==> config.mk <==
export PLATFORM = sky130hd
export DESIGN_NAME = audio_data_fifo
export DESIGN_NICKNAME = d
export VERILOG_FILES = /design/src/rtl/adf_pkg.sv /design/src/rtl/adf_store.sv /design/src/rtl/adf_attn.sv /design/src/rtl/adf_sticky.sv /design/src/rtl/audio_data_fifo.sv
export SDC_FILE = /design/constraint.sdc
export NUM_CORES = 1
export LEC_CHECK = 0
export BUFFER_PORTS_ARGS = -buffer_cell sky130_fd_sc_hd__buf_4
export CELL_PAD_IN_SITES_DETAIL_PLACEMENT = 0
export CELL_PAD_IN_SITES_GLOBAL_PLACEMENT = 2
export CORE_MARGIN = 3
export CORE_UTILIZATION = 46
export CTS_BUF_LIST = sky130_fd_sc_hd__clkbuf_8
export DETAILED_ROUTE_END_ITERATION = 10
export PLACE_DENSITY = 0.81
export SLEW_MARGIN = 30
export SYNTH_ARGS = -nofsm -noshare
export SYNTH_HDL_FRONTEND = slang
export SYNTH_HIERARCHICAL = 1
export SYNTH_SLANG_ARGS = --single-unit
==> constraint.sdc <==
create_clock -name clk -period 4.1 [get_ports clk]
set_clock_uncertainty 0.1 [all_clocks]
set_input_delay 0.205 -clock clk [delete_from_list [all_inputs] [get_ports clk]]
set_output_delay 0.205 -clock clk [all_outputs]
set_load 0.03 [all_outputs]
==> src/rtl/adf_pkg.sv <==
package adf_pkg;

  typedef enum logic [1:0] {
    ATN_ONE    = 2'd0,
    ATN_FOUR   = 2'd1,
    ATN_EIGHT  = 2'd2,
    ATN_TWELVE = 2'd3
  } atn_code_e;

  // Attention threshold in slots for a given code.
  function automatic int unsigned adf_threshold(input logic [1:0] code);
    case (atn_code_e'(code))
      ATN_ONE:   return 1;
      ATN_FOUR:  return 4;
      ATN_EIGHT: return 8;
      default:   return 12;
    endcase
  endfunction

endpackage

==> src/rtl/adf_store.sv <==
module adf_store #(
  parameter int unsigned DEPTH = 16,
  parameter int unsigned WIDTH = 32
) (
  input  logic                           clk,
  input  logic                           rst_n,
  input  logic                           clear,
  input  logic                           wr_en,
  input  logic [WIDTH-1:0]               wr_data,
  input  logic                           rd_en,
  output logic [WIDTH-1:0]               rd_data,
  output logic [$clog2(DEPTH+1)-1:0]     fill
);
  localparam int unsigned PTR_W = (DEPTH > 1) ? $clog2(DEPTH) : 1;
  localparam int unsigned CNT_W = $clog2(DEPTH + 1);
  localparam logic [PTR_W-1:0] LAST = PTR_W'(DEPTH - 1);

  logic [WIDTH-1:0] mem [DEPTH];
  logic [PTR_W-1:0] wr_ptr, rd_ptr;

  always_ff @(posedge clk) begin
    if (wr_en) mem[wr_ptr] <= wr_data;
  end

  always_ff @(posedge clk or negedge rst_n) begin
    if (!rst_n) begin
      wr_ptr <= '0;
      rd_ptr <= '0;
      fill   <= '0;
    end else if (clear) begin
      wr_ptr <= '0;
      rd_ptr <= '0;
      fill   <= '0;
    end else begin
      if (wr_en) wr_ptr <= (wr_ptr == LAST) ? '0 : wr_ptr + 1'b1;
      if (rd_en) rd_ptr <= (rd_ptr == LAST) ? '0 : rd_ptr + 1'b1;
      case ({wr_en, rd_en})
        2'b10:   fill <= fill + CNT_W'(1);
        2'b01:   fill <= fill - CNT_W'(1);
        default: fill <= fill;
      endcase
    end
  end

  assign rd_data = mem[rd_ptr];
endmodule

==> src/rtl/adf_attn.sv <==
module adf_attn
  import adf_pkg::*;
#(
  parameter int unsigned CNT_W = 5
) (
  input  logic [CNT_W-1:0] lvl,
  input  logic [1:0]       sel,
  input  logic             ie,
  output logic             flag,
  output logic             irq
);
  logic [CNT_W-1:0] thr;

  always_comb begin
    thr  = CNT_W'(adf_threshold(sel));
    flag = (lvl >= thr);
    irq  = flag & ie;
  end
endmodule

==> src/rtl/adf_sticky.sv <==
module adf_sticky (
  input  logic clk,
  input  logic rst_n,
  input  logic event_i,
  input  logic clr_i,
  output logic flag_o
);
  // A fault in the clearing cycle wins over the clear.
  always_ff @(posedge clk or negedge rst_n) begin
    if (!rst_n) flag_o <= 1'b0;
    else        flag_o <= (flag_o & ~clr_i) | event_i;
  end
endmodule

==> src/rtl/audio_data_fifo.sv <==
module audio_data_fifo #(
  parameter int unsigned DEPTH = 16,
  parameter int unsigned WIDTH = 32,
  parameter bit          IS_TX = 1'b0
) (
  input  logic                       clk,
  input  logic                       rst_n,
  input  logic                       clear,
  input  logic                       push_valid,
  output logic                       push_ready,
  input  logic [WIDTH-1:0]           push_data,
  output logic                       pop_valid,
  input  logic                       pop_ready,
  output logic [WIDTH-1:0]           pop_data,
  input  logic [1:0]                 atn_sel,
  input  logic                       atn_ie,
  output logic [$clog2(DEPTH+1)-1:0] level,
  output logic                       atn_flag,
  output logic                       atn_irq,
  input  logic                       err_clr,
  output logic                       err_flag
);
  localparam int unsigned CNT_W = $clog2(DEPTH + 1);
  localparam logic [CNT_W-1:0] FULL_CNT = CNT_W'(DEPTH);

  logic [CNT_W-1:0] fill;
  logic [WIDTH-1:0] head;
  logic             full, empty, wr_ok, rd_ok, fault;

  assign full       = (fill == FULL_CNT);
  assign empty      = (fill == '0);
  assign push_ready = ~full & ~clear;
  assign pop_valid  = ~empty & ~clear;
  assign wr_ok      = push_valid & push_ready;
  assign rd_ok      = pop_ready & pop_valid;
  assign pop_data   = pop_valid ? head : '0;

  adf_store #(.DEPTH(DEPTH), .WIDTH(WIDTH)) store_i (
    .clk(clk), .rst_n(rst_n), .clear(clear),
    .wr_en(wr_ok), .wr_data(push_data),
    .rd_en(rd_ok), .rd_data(head), .fill(fill)
  );

  generate
    if (IS_TX) begin : g_tx
      assign level = FULL_CNT - fill;
      assign fault = pop_ready & empty & ~clear;
    end else begin : g_rx
      assign level = fill;
      assign fault = push_valid & full & ~clear;
    end
  endgenerate

  adf_attn #(.CNT_W(CNT_W)) attn_i (
    .lvl(level), .sel(atn_sel), .ie(atn_ie),
    .flag(atn_flag), .irq(atn_irq)
  );

  adf_sticky err_i (
    .clk(clk), .rst_n(rst_n), .event_i(fault),
    .clr_i(err_clr), .flag_o(err_flag)
  );
endmodule

== Word level (Yosys, flattened, before mapping) ==
Memories as Yosys holds them, arrays and structs flattened.
Cells that the tools add are included.
W data, S select, Z words.

* Add/sub/neg operators: 4
* $lt $le $gt $ge: 1
* Equal/unequal tests: 7
* Mux-type cells: 12
* Bitwise gates (word level): 13
* Reduce and logical (&&, ||, !) cells: 5

{| class="wikitable"
|+ Operators by type and width
! operator !! count
|-
| $mux W32 || 1
|-
| $mux W4 || 6
|-
| $pmux W4 S3 || 1
|-
| $pmux W5 S2 || 1
|-
| $add A4 B1 Y4 const B || 2
|-
| $and A1 B1 Y1 || 8
|-
| $eq A4 B4 Y1 const B || 2
|-
| $add A5 B1 Y5 const B || 1
|-
| $eq A5 B5 Y1 const B || 1
|-
| $ge A5 B4 Y1 || 1
|-
| $logic_not A5 Y1 || 1
|-
| $mux W5 || 1
|-
| $sub A5 B1 Y5 const B || 1
|-
| $eq A2 B1 Y1 const B || 2
|-
| $eq A2 B2 Y1 const B || 2
|-
| $not A1 Y1 || 4
|-
| $reduce_bool A2 Y1 || 2
|-
| $reduce_bool A3 Y1 || 1
|-
| $logic_not A2 Y1 || 1
|-
| $mux W1 || 2
|-
| $or A1 B1 Y1 || 1
|}

* Bits in registers: 14
* Bits in writable memories: 512
* Input bits: 41
* Logic and storage cells: 47
* Memories kept: 1

{| class="wikitable"
|+ Memory list
! memory !! depth !! bits a word !! read ports !! clocked after Yosys merged registers in !! write ports !! line !! source
|-
| store_i.mem || 16 || 32 || 1 || 0 || 1 || adf_store.sv:18 || <nowiki>logic [WIDTH-1:0] mem [DEPTH];</nowiki>
|}

== Depth between registers and ports, before layout ==
* Word-level depth: 7
* Depth in mapped cells: 11
* Gate-level depth less buffers: 9

== Cells and area by module ==
The synthesis kept the hierarchy.

{| class="wikitable"
|+ Modules (own cells, without submodules)
! module !! instances !! cells each !! area an instance (µm²) !! sequential area each (µm²)
|-
| adf_store || 1 || 898 || 20024.2 || 15700.1
|-
| audio_data_fifo || 1 || 83 || 495.5 || 0.0
|-
| adf_attn || 1 || 14 || 96.3 || 0.0
|-
| adf_sticky || 1 || 3 || 36.3 || 25.0
|}

== Worst setup path after synthesis ==
Ideal clock, no wire load.

* Kind: reg-to-reg
* From: register store_i.fill[0]
* To: memory store_i.mem[2][0], enable pin
* Setup time: 0.461 ns
* Data arrival time: 3.500 ns
* Slack: 0.039 ns
* Cell stages (with the launch flop): 6
* Path buffers: 1
* Clock period less this slack: 4.061 ns
* Cell sequence: dfrtp_1 -> nor4_4 -> a21oi_1 -> buf_2 -> nand2_1 -> nor3_1

* Word-level cells in the longest chain between the ends: 6

{| class="wikitable"
|+ RTL lines
! element !! line !! source
|-
| start: declaration || adf_store.sv:12 || <nowiki>output logic [$clog2(DEPTH+1)-1:0] fill</nowiki>
|-
| start signal: assignment || adf_store.sv:38 || <nowiki>2'b10: fill <= fill + CNT_W'(1);</nowiki>
|-
| start signal: assignment || adf_store.sv:39 || <nowiki>2'b01: fill <= fill - CNT_W'(1);</nowiki>
|-
| start signal: assignment || adf_store.sv:40 || <nowiki>default: fill <= fill;</nowiki>
|-
| $eq A5 B5 Y1 || audio_data_fifo.sv:30 || <nowiki>assign full = (fill == FULL_CNT);</nowiki>
|-
| $not A1 Y1 || audio_data_fifo.sv:32 || <nowiki>assign push_ready = ~full & ~clear;</nowiki>
|-
| $and A1 B1 Y1 || audio_data_fifo.sv:32 ||
|-
| $and A1 B1 Y1 || audio_data_fifo.sv:34 || <nowiki>assign wr_ok = push_valid & push_ready;</nowiki>
|-
| named net wr_ok || audio_data_fifo.sv:28 || <nowiki>logic full, empty, wr_ok, rd_ok, fault;</nowiki>
|-
| $mux W1 || adf_store.sv:22 || <nowiki>if (wr_en) mem[wr_ptr] <= wr_data;</nowiki>
|-
| $mux W1 (implied by the code) || adf_store.sv:22 ||
|-
| end: declaration || adf_store.sv:18 ||
|}

The timed path passes the listed nets, and every way through them passes these cells.

== Worst setup path in the final report ==
* From: register store_i.rd_ptr[0]
* To: output pop_data[12]

* Word-level cells in the longest chain between the ends: 2

{| class="wikitable"
|+ RTL lines
! element !! line !! source
|-
| start: declaration || adf_store.sv:19 || <nowiki>logic [PTR_W-1:0] wr_ptr, rd_ptr;</nowiki>
|-
| start signal: assignment || adf_store.sv:36 || <nowiki>if (rd_en) rd_ptr <= (rd_ptr == LAST) ? '0 : rd_ptr + 1'b1;</nowiki>
|-
| $mem_v2 Z16 W32 || n/a ||
|-
| named net head[12] || audio_data_fifo.sv:27 || <nowiki>logic [WIDTH-1:0] head;</nowiki>
|-
| $mux W32 || audio_data_fifo.sv:36 || <nowiki>assign pop_data = pop_valid ? head : '0;</nowiki>
|-
| end: declaration || audio_data_fifo.sv:14 || <nowiki>output logic [WIDTH-1:0] pop_data,</nowiki>
|}

The timed path passes the listed nets, and every way through them passes these cells.

==> metrics.txt <==
Min-Delay Endpoint=store_i/wr_ptr[0]; largest net degree at the start of global routing=51; Core Region=approximately 0.044 sq mm; CP max stage cell=dfrtp_4; crit-path cells=buf_12, mux4_2, a22oi_1, nand2_1, nand2b_1, a21oi_1, buf_4; clock buffer depth=3; drt first pass iters=5; total clock sinks=approximately 530; Post-Syn Instances=998; H-tree depth reported by CTS=3; relative slew slack=0.426; worst setup margin=0.726 ns; Layout area overhead=16.4%; CP Data Required Time=3.80 ns; PortBufs=slightly above 80; drc violations=0; R2R setup slack=1.00 ns; Post-synth EDFFs=just over 500; HP Class=in -> reg; Slew Viols, Final=0; slowest stage delay, CP=0.78 ns; net count after synthesis=approximately 1000; DR vias/cell=between 5 and 6; drt wl/cell=around 25 um; DP Worst Slack=between 1 and 1.5 ns; status=finished, final reports clean; syn avg cell area=roughly 21 sq um; R2R Path Start=store_i/fill[1]; die area=0.0475 sq mm; CP Launch Type=flip-flop; setup tns final=0 ns; Post-CTS Hold Fix Bufs=39; antenna viol nets, final=0; hold depth=6; Pwr Total=approximately 11000 uW; RSZ-0062 raised after global routing=no; Seq cells post-synth=between 500 and 600; worst vdd ir=between 0.0002 and 0.0003 V; HPWL after DPL=approximately 25000 um; Final Util=0.542; CTS Buf Count=83; R2R cell count=10; I/O pins=83; pwr/cell area=roughly 470 mW/mm^2; Top Family by Delay on Critical Path=flip-flops; first-pass GRT wire length=68500 um; vias in the first global route=10800; CTS tree=done; post-CTS resize count=0; max frequency=between 0.2 and 0.3 GHz; Critical R2R Capture=store_i/fill[4]; FFs w/ async S/R, synth=0.0266; post-synthesis sequential area ratio=0.761; CP arrival=between 3 and 4 ns; GRT Resource Usage Total=0.197; Cell Area, Synth=0.0207 sq mm; hold path startpoint=push_valid; kind of critical path=reg -> out; final wirelength=between 40000 and 50000 um; initial antenna violation count=2; final count of hold timing violations=0; clk_lat worst skew=about 0.64 ns; Reg clk slew, reported paths=roughly 0.060 ns; final setup vio count=0; DR vias=between 10000 and 15000; Syn. warnings=6; Slew @ Worst Pin=~0.86 ns; WP buf/inv=2; ys flop type=edfxtp_1; Static Leak=0.00777 uW; WP depth=7; placer congestion estimate=0.735; die width=about 220 um; Die H=roughly 220 um; Initial Utilization=0.466; period utilization=0.823; layout cells sized above 1=0.302; max_cap viols=0; First DRT Iteration DRCs=940; gr ovfl total=0; Layout Nets=around 1200; clock root buffer=clkbuf_8; placed instance count=1653; Netlist cell types=approximately 40; Crit. End Element=output pin; final non-filler cell total=1836; cell row count=77; crit-path max FO=39; crit path time final=between 3 and 4 ns; Post-CTS Setup Inserts=0
-- through the flow --
stage | cell area [sq um] | hold slack, ns
2_1_floorplan | 20700 | -0.191
3_3_place_gp | 22200 | -0.0285
3_5_place_dp | 22200 | -0.0260
4_1_cts | 24000 | 0.0445
5_1_grt | 24000 | 0.114
6_report | 24000 | 0.0886
-- Yosys cell counts (4+ instances only) --
library cell | number | area [sq um]
a21oi_1 | 41 | 205
a22oi_1 | 65 | 488
buf_2 | 8 | 40.0
buf_6 | 11 | 124
clkbuf_1 | 40 | 150
dfrtp_1 | 14 | 350
edfxtp_1 | 512 | 15400
ha_1 | 10 | 125
inv_1 | 9 | 33.8
mux2i_1 | 4 | 40.0
mux4_2 | 128 | 2880
nand2_1 | 46 | 173
nand2b_1 | 40 | 250
nor2_1 | 26 | 97.6
nor2b_1 | 6 | 37.5
xor2_1 | 4 | 35.0
-- how the worst max path moves through the flow --
stage,to,start,slack (ns)
after detailed placement,store_i/fill[4],store_i/fill[1],1.00
after global placement,store_i/fill[4],store_i/fill[1],1.07
after floorplan,store_i/mem[2][0],store_i/fill[0],0.04
after CTS,pop_data[25],store_i/rd_ptr[0],0.60
final,pop_data[12],store_i/rd_ptr[0],0.73
after global routing,pop_data[25],store_i/rd_ptr[0],0.49
-- area by class of cell --
cell class                      instances  area (sq um)
Clock inverter                         57           245
Multi-Input combinational cell        401          4700
Inverter                               10          37.5
Fill cell                            3456         20300
Sequential cell                       526         15700
Antenna cell                            1          2.50
Timing Repair Buffer                  163          1380
Tap cell                              592           741
Clock buffer                           86          1180
-- sequential cells by signal, indices dropped and copies added, names as in the netlist --
name / count
store_i/mem: 512
err_i/flag_o: 1
store_i/wr_ptr: 4
store_i/fill: 5
store_i/rd_ptr: 4
-- cell families (layout without fill, tap and decap cells) --
kind of cell    Yosys count  count (layout)  share of synthesized area
flops                   526             526                      0.761
buf+inv                  71             316                     0.0176
compound gates          123             123                     0.0394
other cells               0               1                          0
mux                     132             132                      0.142
simple gates            130             130                     0.0314
fa+ha+maj                10              10                    0.00606
xor+xnor                  6               6                    0.00254
-- power by group --
part	total (uW)	switching [uW]	internal [uW]
Combinational	1500	842	657
Sequential	6030	72.9	5950
Clock	3850	1920	1930
-- layout by cell type, fill, tap and decap left out, drive strengths merged, types with 2 or more instances in the layout --
master	instances
nand3	2
mux4	128
a21oi	43
a31oi	2
nor2b	6
clkinv	23
edfxtp	512
inv	41
dfrtp	14
a22oi	65
nand2b	40
nor2	26
buf	124
clkbuf	86
xnor2	2
xor2	4
o21ai	5
clkinvlp	3
nand2	46
or2	2
nor3	2
dlygate4sd3	39
ha	10
a211oi	2
mux2i	4
-- routing by layer --
layer / part of all wire / wire (um) / track usage
met3: 0.065 / 2980 / 0.0350
met2: 0.48 / 22100 / 0.312
met1: 0.43 / 19800 / 0.285
met4: 0.017 / 769 / 0.0557
met5: 0.00015 / 7 / 0
-- worst reg2reg max path, stage by stage, from the launching register on --
cell,delay [ns]
dfrtp_1,0.58
nor4_4,0.07
buf_4,0.21
a21oi_1,0.45
nor2b_1,0.51
xor2_1,0.13
ha_1,0.26
a31o_2,0.26
a32oi_1,0.18
xnor2_1,0.08
nor2b_1,0.13
Note: power is estimated with default switching activity, not from simulation.
